`config.mk`:
```
export PLATFORM = sky130hd
export DESIGN_NAME = xlat_walker
export DESIGN_NICKNAME = d
export VERILOG_FILES = /design/src/rtl/xw_pkg.sv /design/src/rtl/xw_l1_decode.sv /design/src/rtl/xw_l2_decode.sv /design/src/rtl/xlat_walker.sv
export SDC_FILE = /design/constraint.sdc
export NUM_CORES = 1
export LEC_CHECK = 0
export CAP_MARGIN = 25
export CELL_PAD_IN_SITES_DETAIL_PLACEMENT = 0
export CELL_PAD_IN_SITES_GLOBAL_PLACEMENT = 1
export CORE_MARGIN = 1.5
export CORE_UTILIZATION = 35
export DETAILED_ROUTE_END_ITERATION = 10
export PLACE_DENSITY = 0.88
export SLEW_MARGIN = 20
export SYNTH_ARGS = -nofsm -noshare
export SYNTH_HDL_FRONTEND = slang
export SYNTH_SLANG_ARGS = --single-unit
```
`constraint.sdc`:
```
create_clock -name clk -period 3.9 [get_ports clk]
set_clock_uncertainty 0.15 [all_clocks]
set_input_delay 0.78 -clock clk [delete_from_list [all_inputs] [get_ports clk]]
set_output_delay 0.78 -clock clk [all_outputs]
set_load 0.1 [all_outputs]
```
`src/rtl/xw_pkg.sv`:
```
// Shared definitions for the translation table walker.
// Assumes 32-bit virtual and physical addresses and 32-bit descriptors.
package xw_pkg;
    localparam int DESC_W    = 32;
    localparam int DOM_W     = 4;
    localparam int AP_W      = 2;
    localparam int N_SUBPG   = 4;
    localparam int L1_SHIFT  = 20;            // 1 MB per level-1 entry
    localparam int TTB_ALIGN = 14;            // 16 KB aligned level-1 table
    localparam int L1_IDX_W  = DESC_W - L1_SHIFT;
    localparam int AP_LSB    = 4;

    typedef enum logic [1:0] {
        PG_1M  = 2'd0,
        PG_64K = 2'd1,
        PG_4K  = 2'd2,
        PG_1K  = 2'd3
    } xw_size_e;

    typedef enum logic [1:0] {
        L1_FAULT   = 2'd0,
        L1_COARSE  = 2'd1,
        L1_SECTION = 2'd2,
        L1_FINE    = 2'd3
    } xw_l1_kind_e;

    typedef struct packed {
        logic [DESC_W-1:0] frame;
        xw_size_e          size;
        logic [DOM_W-1:0]  domain;
        logic [AP_W-1:0]   ap;
        logic              c;
        logic              b;
        logic              fault;
        logic              fault_l2;
    } xw_result_t;
endpackage

```
`src/rtl/xw_l1_decode.sv`:
```
// Level-1 descriptor decoder.
// Classifies the descriptor, builds the section result and forms the
// second-level read address. Purely combinational.
module xw_l1_decode
    import xw_pkg::*;
(
    input  logic [DESC_W-1:0] l1_desc,
    input  logic [DESC_W-1:0] va,
    output xw_l1_kind_e       kind,
    output xw_result_t        sec_res,
    output logic [DESC_W-1:0] l2_addr
);
    // type field to kind
    always_comb kind = xw_l1_kind_e'(l1_desc[1:0]);

    // result fields of a section mapping
    always_comb begin
        sec_res        = '0;
        sec_res.frame  = {l1_desc[DESC_W-1:L1_SHIFT], {L1_SHIFT{1'b0}}};
        sec_res.size   = PG_1M;
        sec_res.ap     = l1_desc[11:10];
        sec_res.domain = l1_desc[8:5];
        sec_res.c      = l1_desc[3];
        sec_res.b      = l1_desc[2];
    end

    // second-level table entry address for coarse or fine tables
    always_comb begin
        unique case (kind)
            L1_COARSE: l2_addr = {l1_desc[31:10], va[19:12], 2'b00};
            L1_FINE:   l2_addr = {l1_desc[31:12], va[19:10], 2'b00};
            default:   l2_addr = '0;
        endcase
    end
endmodule

```
`src/rtl/xw_l2_decode.sv`:
```
// Level-2 descriptor decoder.
// Produces the page result, or a level-2 fault. Picks the permission
// field of the touched sub-page for large and small pages. The domain
// comes from the level-1 descriptor. Purely combinational.
module xw_l2_decode
    import xw_pkg::*;
(
    input  logic [DESC_W-1:0] l2_desc,
    input  logic [DESC_W-1:0] l1_desc,
    input  logic [DESC_W-1:0] va,
    output xw_result_t        res
);
    logic [AP_W-1:0] ap_field [N_SUBPG];
    logic [1:0]      sel;

    // split out the four permission fields
    for (genvar g = 0; g < N_SUBPG; g++) begin : g_apf
        assign ap_field[g] = l2_desc[AP_LSB + AP_W*g +: AP_W];
    end

    // sub-page index from the address bits just below the page size
    always_comb begin
        unique case (l2_desc[1:0])
            2'b01:   sel = va[15:14];
            2'b10:   sel = va[11:10];
            default: sel = 2'b00;
        endcase
    end

    // assemble the result
    always_comb begin
        res = '0;
        if (l2_desc[1:0] == 2'b00) begin
            res.fault    = 1'b1;
            res.fault_l2 = 1'b1;
        end else begin
            res.domain = l1_desc[8:5];
            res.ap     = ap_field[sel];
            res.c      = l2_desc[3];
            res.b      = l2_desc[2];
            unique case (l2_desc[1:0])
                2'b01:   begin res.frame = {l2_desc[31:16], 16'h0}; res.size = PG_64K; end
                2'b10:   begin res.frame = {l2_desc[31:12], 12'h0}; res.size = PG_4K;  end
                default: begin res.frame = {l2_desc[31:10], 10'h0}; res.size = PG_1K;  end
            endcase
        end
    end
endmodule

```
`src/rtl/xlat_walker.sv`:
```
// Two-level translation table walker.
// Accepts one walk at a time and keeps a single memory read in flight.
// Returns a one-cycle result pulse. Assumes memory answers each request
// with exactly one response pulse, no earlier than the cycle after the
// request.
module xlat_walker
    import xw_pkg::*;
(
    input  logic              clk,
    input  logic              rst_n,
    input  logic              req_valid,
    input  logic [31:0]       req_va,
    input  logic              req_instr,
    input  logic [31:0]       ttb,
    output logic              busy,
    output logic              mem_req_valid,
    output logic [31:0]       mem_req_addr,
    input  logic              mem_rsp_valid,
    input  logic [31:0]       mem_rsp_data,
    output logic              done_valid,
    output logic [31:0]       done_frame,
    output logic [1:0]        done_size,
    output logic [3:0]        done_domain,
    output logic [1:0]        done_ap,
    output logic              done_c,
    output logic              done_b,
    output logic              done_ifault,
    output logic              done_dfault,
    output logic              done_fault_l2
);
    typedef enum logic [2:0] {
        S_IDLE, S_L1_REQ, S_L1_WAIT, S_L2_REQ, S_L2_WAIT, S_DONE
    } state_e;

    state_e                    state_q;
    logic [DESC_W-1:0]         va_q;
    logic [DESC_W-1:TTB_ALIGN] ttb_q;
    logic                      instr_q;
    logic [DESC_W-1:0]         l1_q;
    xw_result_t                res_q;

    logic [DESC_W-1:0] l1_in;
    xw_l1_kind_e       l1_kind;
    xw_result_t        sec_res;
    xw_result_t        pg_res;
    logic [DESC_W-1:0] l2_addr;
    logic [DESC_W-1:0] l1_addr;

    // level-1 decode: live response while waiting, held copy afterwards
    always_comb l1_in = (state_q == S_L1_WAIT) ? mem_rsp_data : l1_q;

    xw_l1_decode u_l1 (
        .l1_desc (l1_in),
        .va      (va_q),
        .kind    (l1_kind),
        .sec_res (sec_res),
        .l2_addr (l2_addr)
    );

    xw_l2_decode u_l2 (
        .l2_desc (mem_rsp_data),
        .l1_desc (l1_q),
        .va      (va_q),
        .res     (pg_res)
    );

    // level-1 entry address from the aligned base and the top address bits
    always_comb l1_addr = {ttb_q, va_q[DESC_W-1:L1_SHIFT], 2'b00};

    // walk sequencer and result register
    always_ff @(posedge clk) begin
        if (!rst_n) begin
            state_q <= S_IDLE;
            va_q    <= '0;
            ttb_q   <= '0;
            instr_q <= 1'b0;
            l1_q    <= '0;
            res_q   <= '0;
        end else begin
            unique case (state_q)
                S_IDLE: if (req_valid) begin
                    va_q    <= req_va;
                    ttb_q   <= ttb[DESC_W-1:TTB_ALIGN];
                    instr_q <= req_instr;
                    state_q <= S_L1_REQ;
                end
                S_L1_REQ: state_q <= S_L1_WAIT;
                S_L1_WAIT: if (mem_rsp_valid) begin
                    l1_q <= mem_rsp_data;
                    unique case (l1_kind)
                        L1_FAULT: begin
                            res_q       <= '0;
                            res_q.fault <= 1'b1;
                            state_q     <= S_DONE;
                        end
                        L1_SECTION: begin
                            res_q   <= sec_res;
                            state_q <= S_DONE;
                        end
                        default: state_q <= S_L2_REQ;
                    endcase
                end
                S_L2_REQ: state_q <= S_L2_WAIT;
                S_L2_WAIT: if (mem_rsp_valid) begin
                    res_q   <= pg_res;
                    state_q <= S_DONE;
                end
                default: state_q <= S_IDLE;
            endcase
        end
    end

    // memory request and status outputs
    always_comb begin
        busy          = (state_q != S_IDLE);
        mem_req_valid = (state_q == S_L1_REQ) || (state_q == S_L2_REQ);
        mem_req_addr  = (state_q == S_L2_REQ) ? l2_addr : l1_addr;
    end

    // result outputs
    always_comb begin
        done_valid    = (state_q == S_DONE);
        done_frame    = res_q.frame;
        done_size     = res_q.size;
        done_domain   = res_q.domain;
        done_ap       = res_q.ap;
        done_c        = res_q.c;
        done_b        = res_q.b;
        done_ifault   = res_q.fault & instr_q;
        done_dfault   = res_q.fault & ~instr_q;
        done_fault_l2 = res_q.fault_l2;
    end
endmodule

```
# Word-level counts from Yosys, hierarchy flattened
# Index checks and enable logic that the tools add are counted.
# word_totals
input_bits	101
regBits	130
word_cells	62
output_inout_bits	80
# classes
n_reduce_logical	11
order_cmp	1
muxes	19
eq_ne	14
bitwise_logic	4
# op_table
operator	n
$pmux 44 s2	2
$mux 44	2
$mux 32	2
$pmux 32 s2	1
$mux 42	1
$pmux 18 s2	1
$pmux 3 s5	1
$mux 3	4
$eq 2x2->1 const B	3
$eq 3x2->1 const B	2
$eq 3x3->1 const B	2
$mux 2	3
$ne 2x2->1 const B	3
$bmux 2 s2	1
$eq 2x1->1 const B	2
$logic_not 2->1	2
$pmux 2 s2	1
$reduce_and 2->1	2
$reduce_and 4->1	1
$eq 3x1->1 const B	1
$ge 3x3->1 const B	1
$logic_not 3->1	1
$ne 3x1->1 const B	1
$not 2->3	1
other kinds (7)	8

# Depth between registers and ports, before layout
# Gate-level depths: netlist (run 1).
# logic_depth
word_depth	9
ltp_mapped	8
ltp_nobuf	6

# Modules after synthesis
# A second synthesis (run 1) with hierarchy kept.
# unflattened
hier_cells	934
hier_area_um2	7744.9
# by_module_without_submodules
module	seq_area_each_um2	instances	area_each_um2	cells_per_inst
xlat_walker	2602.5	1	6607.6	773
xw_l1_decode	0.0	1	676.9	93
xw_l2_decode	0.0	1	460.4	68

# Least setup slack after synthesis (run 1)
# Ideal clock, no wire load.
# synth_timing
path_type	reg-to-output
from	reg state_q[2]
to	out mem_req_addr[2]
t_arrival_ns	3.605
path_stages_with_launch	7
required_time_ns	2.970
slack_ns	-0.635
n_path_buf	2
path_cell_list	dfxtp_1 > buf_6 > nor3b_1 > buf_6 > mux2i_1 > a22oi_1 > o21ai_0
# synth_between
elab_chain_len	5
word_cells_on_any_way	7
cone_classes	4 x eq/ne; 3 x mux
# synth_rtl
element	line	rtl
start, declared	xlat_walker.sv:35	state_e state_q;
start signal, assigned	xlat_walker.sv:73	state_q <= S_IDLE;
start signal, assigned	xlat_walker.sv:85	state_q <= S_L1_REQ;
start signal, assigned	xlat_walker.sv:87	S_L1_REQ: state_q <= S_L1_WAIT;
$eq 3x2->1	xlat_walker.sv:50	always_comb l1_in = (state_q == S_L1_WAIT) ? mem_rsp_data : l1_q;
$mux 32	xlat_walker.sv:50	
$eq 2x2->1 or $eq 2x1->1 (tied branches)	xw_l1_decode.sv:29	unique case (kind)
$pmux 32 s2	xw_l1_decode.sv:29	
$mux 32 (*)	xlat_walker.sv:117	mem_req_addr = (state_q == S_L2_REQ) ? l2_addr : l1_addr;
end, declared	xlat_walker.sv:17	output logic [31:0] mem_req_addr,
# Mark *: on every way between the ends. The rest lies on a longest branch, timed or not.

# Worst setup path in the final report (run 1)
# layout_timing
from	reg state_q[1]
to	out mem_req_addr[30]
# The elaborated chain is that of the path after synthesis.

==> summary.txt, run 1 <==
Finish
  • Most common cell after layout, fill and taps aside: nand2_1
  • # diodes: 0
  • Multi-input logic area: 2640 um2
  • Most frequent cells in the layout: nand2_1 (206), clkdlybuf4s50_1 (111), dfxtp_1 (108)
  • Final net count: 884
  • FF/Latch Area: 2162 um2
  • Area delta synth->final: 36.28%
  • Fillers: 1432
  • Layout cells sized above 1: 12.13%

Timing
  • Relative slew slack: 33.83%
  • Hold Vio Cnt, Final: 0
  • Worst hold margin: 302.7 ps
  • Unrepaired setup endpoints after global routing: false
  • Tmin final: 3438 ps
  • Achievable Freq: 290.9 MHz
  • Least-Margin Pin Slew: 989.4 ps
  • Max Transition Viols Final: 0
  • Tcrit/Tclk final: 88.15%
  • Final setup viols: 0
  • Setup_tns: 0 ps

Yosys
  • Synth Instances: 687
  • Post-synth top area cell: dfxtp_1
  • Register area share after synthesis: 40.66%
  • Mean Syn Cell Area: 7.740 um2
  • Number of synthesized flops with an enable pin: 0
  • Distinct cell type count after synthesis: 42
  • Yosys warns: 0
  • Ys async rst share: 0%
  • Area share of the largest cell type after synthesis: 40.66%
  • Mapped Area: 5318 um2
  • Commonest register cell after synthesis: dfxtp_1
  • Area contributors post-synth: dfxtp_1 (41%), nand2_1 (15%), a21oi_1 (9.8%)
  • Register bit count reported by yosys: 108

Routing
  • DRT iter0 DRCs: 300
  • Final ANT Viol Nets: 0
  • WL final: 15110 um
  • DR vias: 4872
  • 1st-pass router iterations: 4
  • Average vias per placed instance: 5.038
  • WL/cell: 15.62 um
  • Number of remaining DRC errors: 0

Critical path
  • Max FO, Critical Path: 25
  • Delay-heaviest family, CP: buffers and inverters
  • Critical setup path kind: reg2out
  • CP max stage cell: dfxtp_1
  • Worst endpoint data arrival time: 2510 ps
  • Bufs and invs on worst path: 2
  • CP endpoint kind: output pin
  • Slowest stage delay, CP: 490 ps
  • CP cell instances: nor3b_2 -> buf_4 -> mux2_2 -> nand2_1 -> o21ai_0 -> buf_12
  • Critical Path Start Type: flop
  • Worst path required time: 2970 ps

Placement
  • GP Congestion: 0.8013
  • Detail Placement HPWL: 10700 um
  • Port buffer count: 144

Global routing
  • Total track usage: 19.08%
  • First-pass GRT wire length: 23890 um
  • Grt ovf: 0
  • Vias in the first global route: 4416
  • Largest net degree at the start of global routing: 42
  • Initial antenna violation count: 0

Clocking
  • Root Buffer Master: clkbuf_16
  • H-tree depth: 3
  • TritonCTS buffer count: 9
  • Sink Count: 108
  • Post_cts resized: 0
  • Clock-pin slew on the worst setup and hold paths: 70 ps
  • TritonCTS clock tree: done
  • Post-CTS Hold Fix Bufs: 0
  • Post-CTS setup buffer count: 0
  • Clock buffer depth: 2
  • Clk_lat worst skew: 350 ps

Floorplan
  • Die Area: 15940 um2
  • Die width: 126.3 um
  • Placeable Area: 14700 um2
  • Core Rows: 44
  • Initial Util: 36.18%
  • Ports: 181
  • Die Ht: 126.3 um

Status
  • Status: finished, final reports clean

Job
  • Max-Cap Viols: 0

Min path
  • HP Class: reg2reg

Power and ir drop
  • Maximum VDD drop: 0.1996 mV
  • Leak: 2.566 nW
  • PD cells: 409.1 nW/um2
## state kept, by name (all words and copies together), names as in the netlist, 2 cells and up
name,cells
done_size,2
state_q,3
ttb_q,18
va_q,22
done_domain,4
done_frame,22
done_ap,2
l1_q,30
## logic make-up (layout without fill, tap and decap cells)
logic type      Yosys count  after routing  share of synthesized area (%)
simple gates            254            254                          19.98
compound gates          196            196                          21.88
flops                   108            108                          40.66
other cells               1             12                        0.07052
fa+ha+maj                 5              5                          1.176
buf+inv                  96            181                          10.61
mux                      27             27                          5.624
## cells in the mapped netlist, types with 2 or more instances
cell / instances
a21oi_1: 104
buf_4: 43
a22oi_1: 14
buf_2: 15
nand3b_1: 3
o311ai_0: 2
nor2b_1: 9
nand2b_1: 3
nand2_1: 207
nor3_1: 3
nand3_1: 6
a41oi_1: 2
o32ai_1: 2
a32oi_1: 18
inv_1: 3
mux2_2: 19
mux2i_1: 7
o21ai_0: 46
clkbuf_1: 30
buf_6: 3
and2_1: 3
ha_1: 5
nor2_1: 10
and3_1: 2
dfxtp_1: 108
o211a_1: 2
o2bb2ai_1: 2
or3_1: 2
## through the flow
stage | power (W) | area [um2] | cells | setup WS (ps) | utilization (%)
after CTS | 0.003001 | 7247 | 967 | 408.3 | 49.30
after global routing | 0.003093 | 7247 | 967 | 261.0 | 49.30
after detailed placement | 0.002035 | 6934 | 951 | 604.9 | 47.17
after global placement | 0.002030 | 6934 | 951 | 617.5 | 47.17
after floorplan | 0.001763 | 5359 | 698 | -400.3 | -
final | 0.002965 | 7247 | 967 | 462.3 | 49.30
## per-layer routing
layer / wire length (um) / global-route usage [%] / vias up
met3: 926 / 5.055 / 15
met4: 193 / 5.950 / 0
li1: - / - / 2472
met2: 6701 / 29.12 / 135
met5: 0 / 0 / -
met1: 7286 / 26.34 / 2250
## final timing paths
path                     start               end  slack [ps]  cells after the start
setup / recovery    state_q[1]  mem_req_addr[30]         460                      6
setup reg to reg    state_q[1]          l1_q[19]        1440                      6
hold / removal    done_size[1]      done_size[1]         300                      2
hold reg to reg   done_size[1]      done_size[1]         300                      2
## power by group
part	internal [W]	switching, W
sequential	0.00116	0.0000395
clock	0.000533	0.000422
combinational	0.000270	0.000544
total	0.00196	0.00101
## worst register-to-register path: cells and delay by family (launching register included)
kind	cells	cell delay, ps
AND/OR/NAND/NOR	3	910
buffers and inverters	2	700
AO/OA/AOI/OAI	1	130
flip-flops	1	490
## final cells by class
cell class	count	area share, %
inverters	4	0.2072
flip-flops and latches	108	29.83
clock inverters	5	0.8287
clock buffers	11	3.488
multi-input cells	494	36.43
repair buffers	161	26.04
well taps	184	3.177
No activity file was read; power rests on OpenSTA's default activity.
==> run 2: changes to the inputs <==
--- a/config.mk
+++ b/config.mk
@@ -12,6 +12,7 @@
 export CORE_UTILIZATION = 35
 export DETAILED_ROUTE_END_ITERATION = 10
 export PLACE_DENSITY = 0.88
+export SKIP_LAST_GASP = 1
 export SLEW_MARGIN = 20
 export SYNTH_ARGS = -nofsm -noshare
 export SYNTH_HDL_FRONTEND = slang
==> results of run 2 <==
No change in the layout: final DEF, timing and power equal those of run 1.
